`src/rtl/lin_err_pkg.sv`:
```
package lin_err_pkg;
    typedef enum logic [1:0] {
        ST_IDLE,
        ST_HEADER,
        ST_AWAIT,
        ST_DATA
    } frm_state_e;

    localparam int POS_SYNC = 4;
    localparam int POS_PAR  = 3;
    localparam int POS_TOUT = 2;
    localparam int POS_CHK  = 1;
    localparam int POS_TXB  = 0;
endpackage

```
`src/rtl/lin_err_id_chk.sv`:
```
module lin_err_id_chk #(
    parameter int NOM_BIT = 160,
    parameter int TOL_PCT = 14,
    parameter int MEAS_W  = 10
) (
    input  logic              slave_mode,
    input  logic              sync_valid,
    input  logic [MEAS_W-1:0] sync_meas,
    input  logic              pid_valid,
    input  logic [7:0]        pid,
    output logic              sync_ev,
    output logic              par_ev
);
    localparam int TOL_CLKS = (NOM_BIT * TOL_PCT) / 100;
    localparam logic [MEAS_W-1:0] LO_LIM = MEAS_W'(NOM_BIT - TOL_CLKS);
    localparam logic [MEAS_W-1:0] HI_LIM = MEAS_W'(NOM_BIT + TOL_CLKS);

    logic p0_exp, p1_exp;

    always_comb begin
        p0_exp  = pid[0] ^ pid[1] ^ pid[2] ^ pid[4];
        p1_exp  = ~(pid[1] ^ pid[3] ^ pid[4] ^ pid[5]);
        sync_ev = slave_mode && sync_valid &&
                  ((sync_meas < LO_LIM) || (sync_meas > HI_LIM));
        par_ev  = slave_mode && pid_valid &&
                  ((pid[6] != p0_exp) || (pid[7] != p1_exp));
    end
endmodule

```
`src/rtl/lin_err_frame_fsm.sv`:
```
module lin_err_frame_fsm
    import lin_err_pkg::*;
#(
    parameter int MAX_BYTES  = 8,
    parameter int RESP_TICKS = 14,
    localparam int LEN_W   = $clog2(MAX_BYTES + 1),
    localparam int LIM_MAX = ((34 + 10 * (MAX_BYTES + 1)) * 14) / 10,
    localparam int CNT_W   = $clog2(LIM_MAX + 1),
    localparam int RSP_W   = $clog2(RESP_TICKS + 1)
) (
    input  logic             clk,
    input  logic             rst_n,
    input  logic             bit_tick,
    input  logic             frame_start,
    input  logic             header_done,
    input  logic             byte_rx,
    input  logic             frame_done,
    input  logic [LEN_W-1:0] data_len,
    input  logic             app_ack,
    input  logic             app_stop,
    output logic             tout_ev
);
    frm_state_e st, st_nxt;
    logic [CNT_W-1:0] frame_cnt, frame_lim;
    logic [RSP_W-1:0] resp_cnt;
    logic             ack_seen;
    logic             active;

    function automatic logic [CNT_W-1:0] len_limit(input logic [LEN_W-1:0] n);
        int t;
        t = ((34 + 10 * (int'(n) + 1)) * 14) / 10;
        return CNT_W'(t);
    endfunction

    assign active = (st != ST_IDLE);

    always_ff @(posedge clk or negedge rst_n) begin
        if (!rst_n) st <= ST_IDLE;
        else        st <= st_nxt;
    end

    always_comb begin
        st_nxt = st;
        if (frame_start) begin
            st_nxt = ST_HEADER;
        end else if (tout_ev || (active && frame_done)) begin
            st_nxt = ST_IDLE;
        end else begin
            unique case (st)
                ST_IDLE:   st_nxt = ST_IDLE;
                ST_HEADER: if (header_done) st_nxt = ST_AWAIT;
                ST_AWAIT:  if (byte_rx)     st_nxt = ST_DATA;
                ST_DATA:   st_nxt = ST_DATA;
                default:   st_nxt = ST_IDLE;
            endcase
        end
    end

    always_ff @(posedge clk or negedge rst_n) begin
        if (!rst_n) begin
            frame_cnt <= '0;
            frame_lim <= '0;
            resp_cnt  <= '0;
            ack_seen  <= 1'b0;
        end else if (frame_start) begin
            frame_cnt <= '0;
            frame_lim <= len_limit(data_len);
            resp_cnt  <= '0;
            ack_seen  <= 1'b0;
        end else if (active) begin
            if (bit_tick) frame_cnt <= frame_cnt + CNT_W'(1);
            if (header_done) resp_cnt <= '0;
            else if (st == ST_AWAIT && bit_tick) resp_cnt <= resp_cnt + RSP_W'(1);
            if (app_ack || app_stop) ack_seen <= 1'b1;
        end
    end

    always_comb begin
        logic len_ev, rsp_ev, hs_ev;
        len_ev  = bit_tick && ((frame_cnt + CNT_W'(1)) == frame_lim);
        rsp_ev  = (st == ST_AWAIT) && bit_tick &&
                  ((resp_cnt + RSP_W'(1)) == RSP_W'(RESP_TICKS));
        hs_ev   = (st == ST_AWAIT) && byte_rx && !(ack_seen || app_ack || app_stop);
        tout_ev = active && !frame_start && (len_ev || rsp_ev || hs_ev);
    end


    idle_hold_chk: assert property (@(posedge clk) disable iff (!rst_n)
        (st == ST_IDLE && !frame_start) |=> (st == ST_IDLE));


    resp_bound_chk: assert property (@(posedge clk) disable iff (!rst_n)
        resp_cnt <= RSP_W'(RESP_TICKS));
endmodule

```
`src/rtl/lin_err_monitor.sv`:
```
module lin_err_monitor
    import lin_err_pkg::*;
#(
    parameter int NOM_BIT    = 160,
    parameter int TOL_PCT    = 14,
    parameter int MEAS_W     = 10,
    parameter int MAX_BYTES  = 8,
    parameter int RESP_TICKS = 14,
    localparam int LEN_W = $clog2(MAX_BYTES + 1)
) (
    input  logic              clk,
    input  logic              rst_n,
    input  logic              slave_mode,
    input  logic              bit_tick,
    input  logic              frame_start,
    input  logic              header_done,
    input  logic              byte_rx,
    input  logic              frame_done,
    input  logic [LEN_W-1:0]  data_len,
    input  logic              app_ack,
    input  logic              app_stop,
    input  logic              sync_valid,
    input  logic [MEAS_W-1:0] sync_meas,
    input  logic              pid_valid,
    input  logic [7:0]        pid,
    input  logic              chk_valid,
    input  logic              chk_ok,
    input  logic              bit_sample,
    input  logic              tx_active,
    input  logic              tx_bit,
    input  logic              rx_bit,
    input  logic              err_clr,
    output logic [7:0]        err_status
);
    logic sync_ev, par_ev, tout_ev;
    logic [4:0] ev_vec, sticky;

    lin_err_id_chk #(.NOM_BIT(NOM_BIT), .TOL_PCT(TOL_PCT), .MEAS_W(MEAS_W)) u_id (
        .slave_mode(slave_mode), .sync_valid(sync_valid), .sync_meas(sync_meas),
        .pid_valid(pid_valid), .pid(pid), .sync_ev(sync_ev), .par_ev(par_ev)
    );

    lin_err_frame_fsm #(.MAX_BYTES(MAX_BYTES), .RESP_TICKS(RESP_TICKS)) u_fsm (
        .clk(clk), .rst_n(rst_n), .bit_tick(bit_tick), .frame_start(frame_start),
        .header_done(header_done), .byte_rx(byte_rx), .frame_done(frame_done),
        .data_len(data_len), .app_ack(app_ack), .app_stop(app_stop), .tout_ev(tout_ev)
    );

    always_comb begin
        ev_vec           = '0;
        ev_vec[POS_SYNC] = sync_ev;
        ev_vec[POS_PAR]  = par_ev;
        ev_vec[POS_TOUT] = tout_ev;
        ev_vec[POS_CHK]  = chk_valid && !chk_ok;
        ev_vec[POS_TXB]  = bit_sample && tx_active && (tx_bit != rx_bit);
    end

    always_ff @(posedge clk or negedge rst_n) begin
        if (!rst_n)       sticky <= '0;
        else if (err_clr) sticky <= ev_vec;
        else              sticky <= sticky | ev_vec;
    end

    assign err_status = {3'b000, sticky};


    sync_master_mask_chk: assert property (@(posedge clk) disable iff (!rst_n)
        $rose(err_status[4]) |-> $past(slave_mode));


    par_master_mask_chk: assert property (@(posedge clk) disable iff (!rst_n)
        $rose(err_status[3]) |-> $past(slave_mode));


    chk_set_chk: assert property (@(posedge clk) disable iff (!rst_n)
        (chk_valid && !chk_ok) |=> err_status[1]);


    txbit_set_chk: assert property (@(posedge clk) disable iff (!rst_n)
        (bit_sample && tx_active && (tx_bit != rx_bit)) |=> err_status[0]);


    sticky_hold_chk: assert property (@(posedge clk) disable iff (!rst_n)
        !$past(err_clr) |-> ((err_status & $past(err_status)) == $past(err_status)));
endmodule

```
`config.mk`:
```
export PLATFORM = sky130hd
export DESIGN_NAME = lin_err_monitor
export DESIGN_NICKNAME = d
export VERILOG_FILES = /design/src/rtl/lin_err_pkg.sv /design/src/rtl/lin_err_id_chk.sv /design/src/rtl/lin_err_frame_fsm.sv /design/src/rtl/lin_err_monitor.sv
export SDC_FILE = /design/constraint.sdc
export NUM_CORES = 1
export LEC_CHECK = 0
export CAP_MARGIN = 20
export CORE_UTILIZATION = 55
export DETAILED_ROUTE_END_ITERATION = 6
export PLACE_DENSITY = 0.8
export SLEW_MARGIN = 20
export SYNTH_ARGS = -nofsm -noshare
export SYNTH_HDL_FRONTEND = slang
export SYNTH_SLANG_ARGS = --single-unit
```
`constraint.sdc`:
```
create_clock -name clk -period 2.53 [get_ports clk]
set_input_delay 0.506 -clock clk [delete_from_list [all_inputs] [get_ports clk]]
set_output_delay 0.506 -clock clk [all_outputs]
set_load 0.02 [all_outputs]
```
==> summary by stage <==
Floorplan
The floorplan step set the die width to 83.78 um. For this configuration, the core starts out at a cell density of 0.5760. The core footprint is 0.006386 mm^2.

The area enclosed by the die boundary is 0.007019 mm^2. The vertical die dimension is 83.78 um. After floorplanning, the core was divided into 29 placement rows.

The number of primary I/O pins is 49.

Yosys
In the post-synthesis netlist, the cell with the most instances is sky130_fd_sc_hd__nor2_1. Of the total synthesized cell area, the portion taken by full adders, half adders and majority gates is 0.1605. Of the synthesized area, sequential elements account for 0.1905. The cell taking the most area after synthesis is sky130_fd_sc_hd__dfrtp_1. Ranked by total cell area, the synthesized netlist is headed by sky130_fd_sc_hd__dfrtp_1 (19%), sky130_fd_sc_hd__ha_1 (11%), sky130_fd_sc_hd__xnor2_1 (6.7%), sky130_fd_sc_hd__fa_1 (4.4%), sky130_fd_sc_hd__nor2_1 (4.3%). The mux share of post-synthesis cell area is 0.02925. Among all flip-flop cells after synthesis, the most frequent one is sky130_fd_sc_hd__dfrtp_1. Counting distinct cell types in the post-synthesis netlist gives 81. Synthesis handed over a netlist of 447 instances. Of the post-synthesis cell area, the dominant cell type holds 0.1905. The area fraction in compound gates after synthesis is 0.2310. The number of synthesized flops with an enable pin is 0.

The dominant combinational cell family by area after synthesis is compound AO/OA/AOI/OAI gates. Of the total synthesized cell area, the portion taken by XOR and XNOR cells is 0.1095. For this run, the number of Yosys warnings is 0. Of the total synthesized cell area, the portion taken by AND, OR, NAND and NOR gates is 0.2201. In the synthesized netlist, the cells that appear most often are sky130_fd_sc_hd__nor2_1 (42), sky130_fd_sc_hd__inv_1 (36), sky130_fd_sc_hd__ha_1 (32). In this run, synthesis produced a sequential element count of 28. The share of synthesized flip-flops with an asynchronous set or reset is 1.000.

Averaged over all synthesized cells, the footprint is 8.229 um^2. The post-synthesis instance area is 0.003679 mm^2.

Setup path
The cell with the largest stage delay on the worst path is sky130_fd_sc_hd__fa_1. STA classifies the critical path startpoint as an input pin. The data required time at the worst endpoint is 2730 ps. The endpoint kind of the worst setup timing path is a register. The setup check on the worst reg-to-reg path leaves a slack of 220 ps.

The endpoint of the worst-slack reg-to-reg timing path is u_fsm.st[0]. The number of cells on the worst reg-to-reg path is 10. The critical path's most frequent cell is sky130_fd_sc_hd__ha_4. The worst setup path is of the in -> reg kind. The source of the worst register-to-register timing path is u_fsm.frame_cnt[0].

The top fanout value on the critical path is 6. Data arrives at the worst endpoint at 6920 ps. The largest single stage delay on the critical path is 500 ps.

STA
The maximum clock frequency is 0.1487 GHz. On the final layout, the worst clock skew is 3.918 ps. At the pin with the least slew margin, the transition time is 523.1 ps.

Setup repair after global routing could not meet its margin everywhere. The worst slew slack as a fraction of its limit is 0.6487. The final setup violation count is 5. The number of hold violations in the final report is 0. The smallest setup slack after layout is -4195 ps. The number of pins exceeding their max-slew limit in the final report is 0.

The part of the cycle the worst path needs is 2.658. After layout, the minimum clock period comes to 6725 ps.

Route
After detailed routing, the average wire length per cell comes to 21.85 um. The number of vias per cell is 6.489. For this run, design rule violations remaining after detail routing come to 0. The detailed-route via count is 4406. The routed design has 14.84 mm of wire. The number of DRC markers after the initial detailed-route iteration is 399. The detailed-routing iteration count for the pre-antenna-repair pass is 5. The count of nets left with antenna violations once routing finished came out at 0.

Cells and area
The repair_antennas step left the layout with diodes totalling 0. The layout cell share with drive strength beyond 1 is 0.4020. At the end of the flow, the number of nets in the layout was 684. The number of inserted filler cells in the final layout is 258. Relative to the synthesized area, the layout overhead comes to 56.36%.

Clock network
The number of buffers on the longest clock path is 2. The tree is rooted in a sky130_fd_sc_hd__clkbuf_8. The clock edge transition at the registers on the reported setup and hold paths is 100 ps. The worst-skew pair later-pin latency is 280 ps. The number of buffers inserted by hold repair at cts is 0. The clock sink count is 28. In this run the number of H-tree levels came out at 1. The total CTS buffers is 3. TritonCTS built the clock tree.

Global routing
The wire length of the first global-routing pass is 20.13 mm. After global routing the overflow that remains totals 0. The total routing usage reported by global routing is 0.3522. The number of antenna violations at the first check in global routing is 0. The largest net degree at the start of global routing is 29.

The via count of the first global-routing pass is 4424.

Placed design
After legalization and detailed placement, the total HPWL measured 7.838 mm. The congestion estimate from routability-driven global placement came to 0.9518. At the placement stage, the worst setup path has a slack of -4912 ps. The number of buffers added on ports is 45.

Min path
The worst hold path terminates at sticky[0]. The worst hold path startpoint is sticky[0]. The worst hold path depth is 1.

The worst min-delay path category is reg -> reg.

Status
The final reports fail on negative setup slack. The run finished, with violations left.

Flow run
The tool flagged a number of max-cap violations equal to 0.
[stage by stage]
step	util	hold slack [ps]	setup TNS [ps]	cells	instance area, um^2
floorplan	-	210.4	-17630	451	3915
global placement	0.7966	465.8	-23310	655	5087
detailed placement	0.7966	482.7	-24570	655	5087
CTS	0.8533	507.4	-17720	669	5449
global route	0.9007	549.1	-20620	679	5752
finish	0.9007	517.1	-19420	679	5752
[routing by layer]
layer,wire length [um],track usage,vias to the layer above,part of all wire
li1,-,-,1915,-
met1,5392,0.3757,2109,0.36
met2,7456,0.6548,271,0.50
met3,939,0.03363,111,0.063
met4,1050,0.2311,0,0.071
met5,0,0,-,0
[registers in the layout (all words and copies together), names as in the netlist]
register	cells
u_fsm.ack_seen	1
u_fsm.frame_cnt	8
u_fsm.frame_lim	8
sticky	5
u_fsm.st	2
u_fsm.resp_cnt	4
[how the worst max path moves through the flow]
stage,startpoint,endpoint,slack (ps),cells past startpoint
6_report,data_len[1],u_fsm.frame_lim[4],-4200,32
5_1_grt,data_len[1],u_fsm.frame_lim[4],-4450,32
4_1_cts,data_len[0],u_fsm.frame_lim[4],-3850,33
3_5_place_dp,data_len[0],u_fsm.frame_lim[4],-4910,31
3_3_place_gp,data_len[0],u_fsm.frame_lim[4],-4660,30
2_1_floorplan,data_len[0],u_fsm.frame_lim[3],-3920,29
[cell usage in the layout, fill, tap and decap left out, types with 4 or more instances in the layout]
master	count
sky130_fd_sc_hd__a21o_1	7
sky130_fd_sc_hd__a21oi_1	8
sky130_fd_sc_hd__a21oi_2	11
sky130_fd_sc_hd__a32o_1	5
sky130_fd_sc_hd__and3_1	5
sky130_fd_sc_hd__buf_4	102
sky130_fd_sc_hd__buf_6	15
sky130_fd_sc_hd__clkbuf_8	4
sky130_fd_sc_hd__clkdlybuf4s50_1	41
sky130_fd_sc_hd__conb_1	6
sky130_fd_sc_hd__dfrtp_1	28
sky130_fd_sc_hd__fa_1	6
sky130_fd_sc_hd__ha_1	20
sky130_fd_sc_hd__ha_4	10
sky130_fd_sc_hd__inv_1	26
sky130_fd_sc_hd__inv_2	8
sky130_fd_sc_hd__nand2_1	25
sky130_fd_sc_hd__nand2b_1	9
sky130_fd_sc_hd__nand3_1	10
sky130_fd_sc_hd__nand4_1	7
sky130_fd_sc_hd__nor2_1	39
sky130_fd_sc_hd__nor2b_1	5
sky130_fd_sc_hd__nor3_1	10
sky130_fd_sc_hd__o211ai_1	4
sky130_fd_sc_hd__o21ai_0	16
sky130_fd_sc_hd__o21ai_1	5
sky130_fd_sc_hd__o21ai_2	4
sky130_fd_sc_hd__or2_4	6
sky130_fd_sc_hd__xnor2_1	25
sky130_fd_sc_hd__xor2_1	16
[layout make-up]
cell class / count / area (um^2) / area share
clock buffer: 4 / 55.05 / 0.009571
sequential: 28 / 700.7 / 0.1218
multi-input combinational: 373 / 3377 / 0.5871
timing repair buffer: 161 / 1381 / 0.2402
tap: 77 / 96.34 / 0.01675
inverter: 36 / 141.4 / 0.02458
[worst max-delay path: cells and delay by family]
family	cells	cell delay [ps]
compound gates	12	2160
xor+xnor	2	430
fa+ha+maj	6	1880
buf+inv	6	590
mux	1	130
simple gates	5	1210
[cell families (layout without fill, tap and decap cells)]
family / Yosys count / count (layout)
multiplexers: 9 / 9
buffers and inverters: 50 / 201
adder cells (fa/ha/maj): 43 / 43
XOR/XNOR: 46 / 46
AND/OR/NAND/NOR: 158 / 158
flip-flops: 28 / 28
AO/OA/AOI/OAI: 111 / 111
other: 2 / 6
[timing repair]
action / CTS / global route
resized for setup: 70 / 54
setup endpoints to repair: 7 / 6
pin swaps: 45 / 41
buffers inserted: 10 / 11
Power is not shown: default switching activity piles up to over one toggle a cycle in this logic, so the estimate is an artifact.
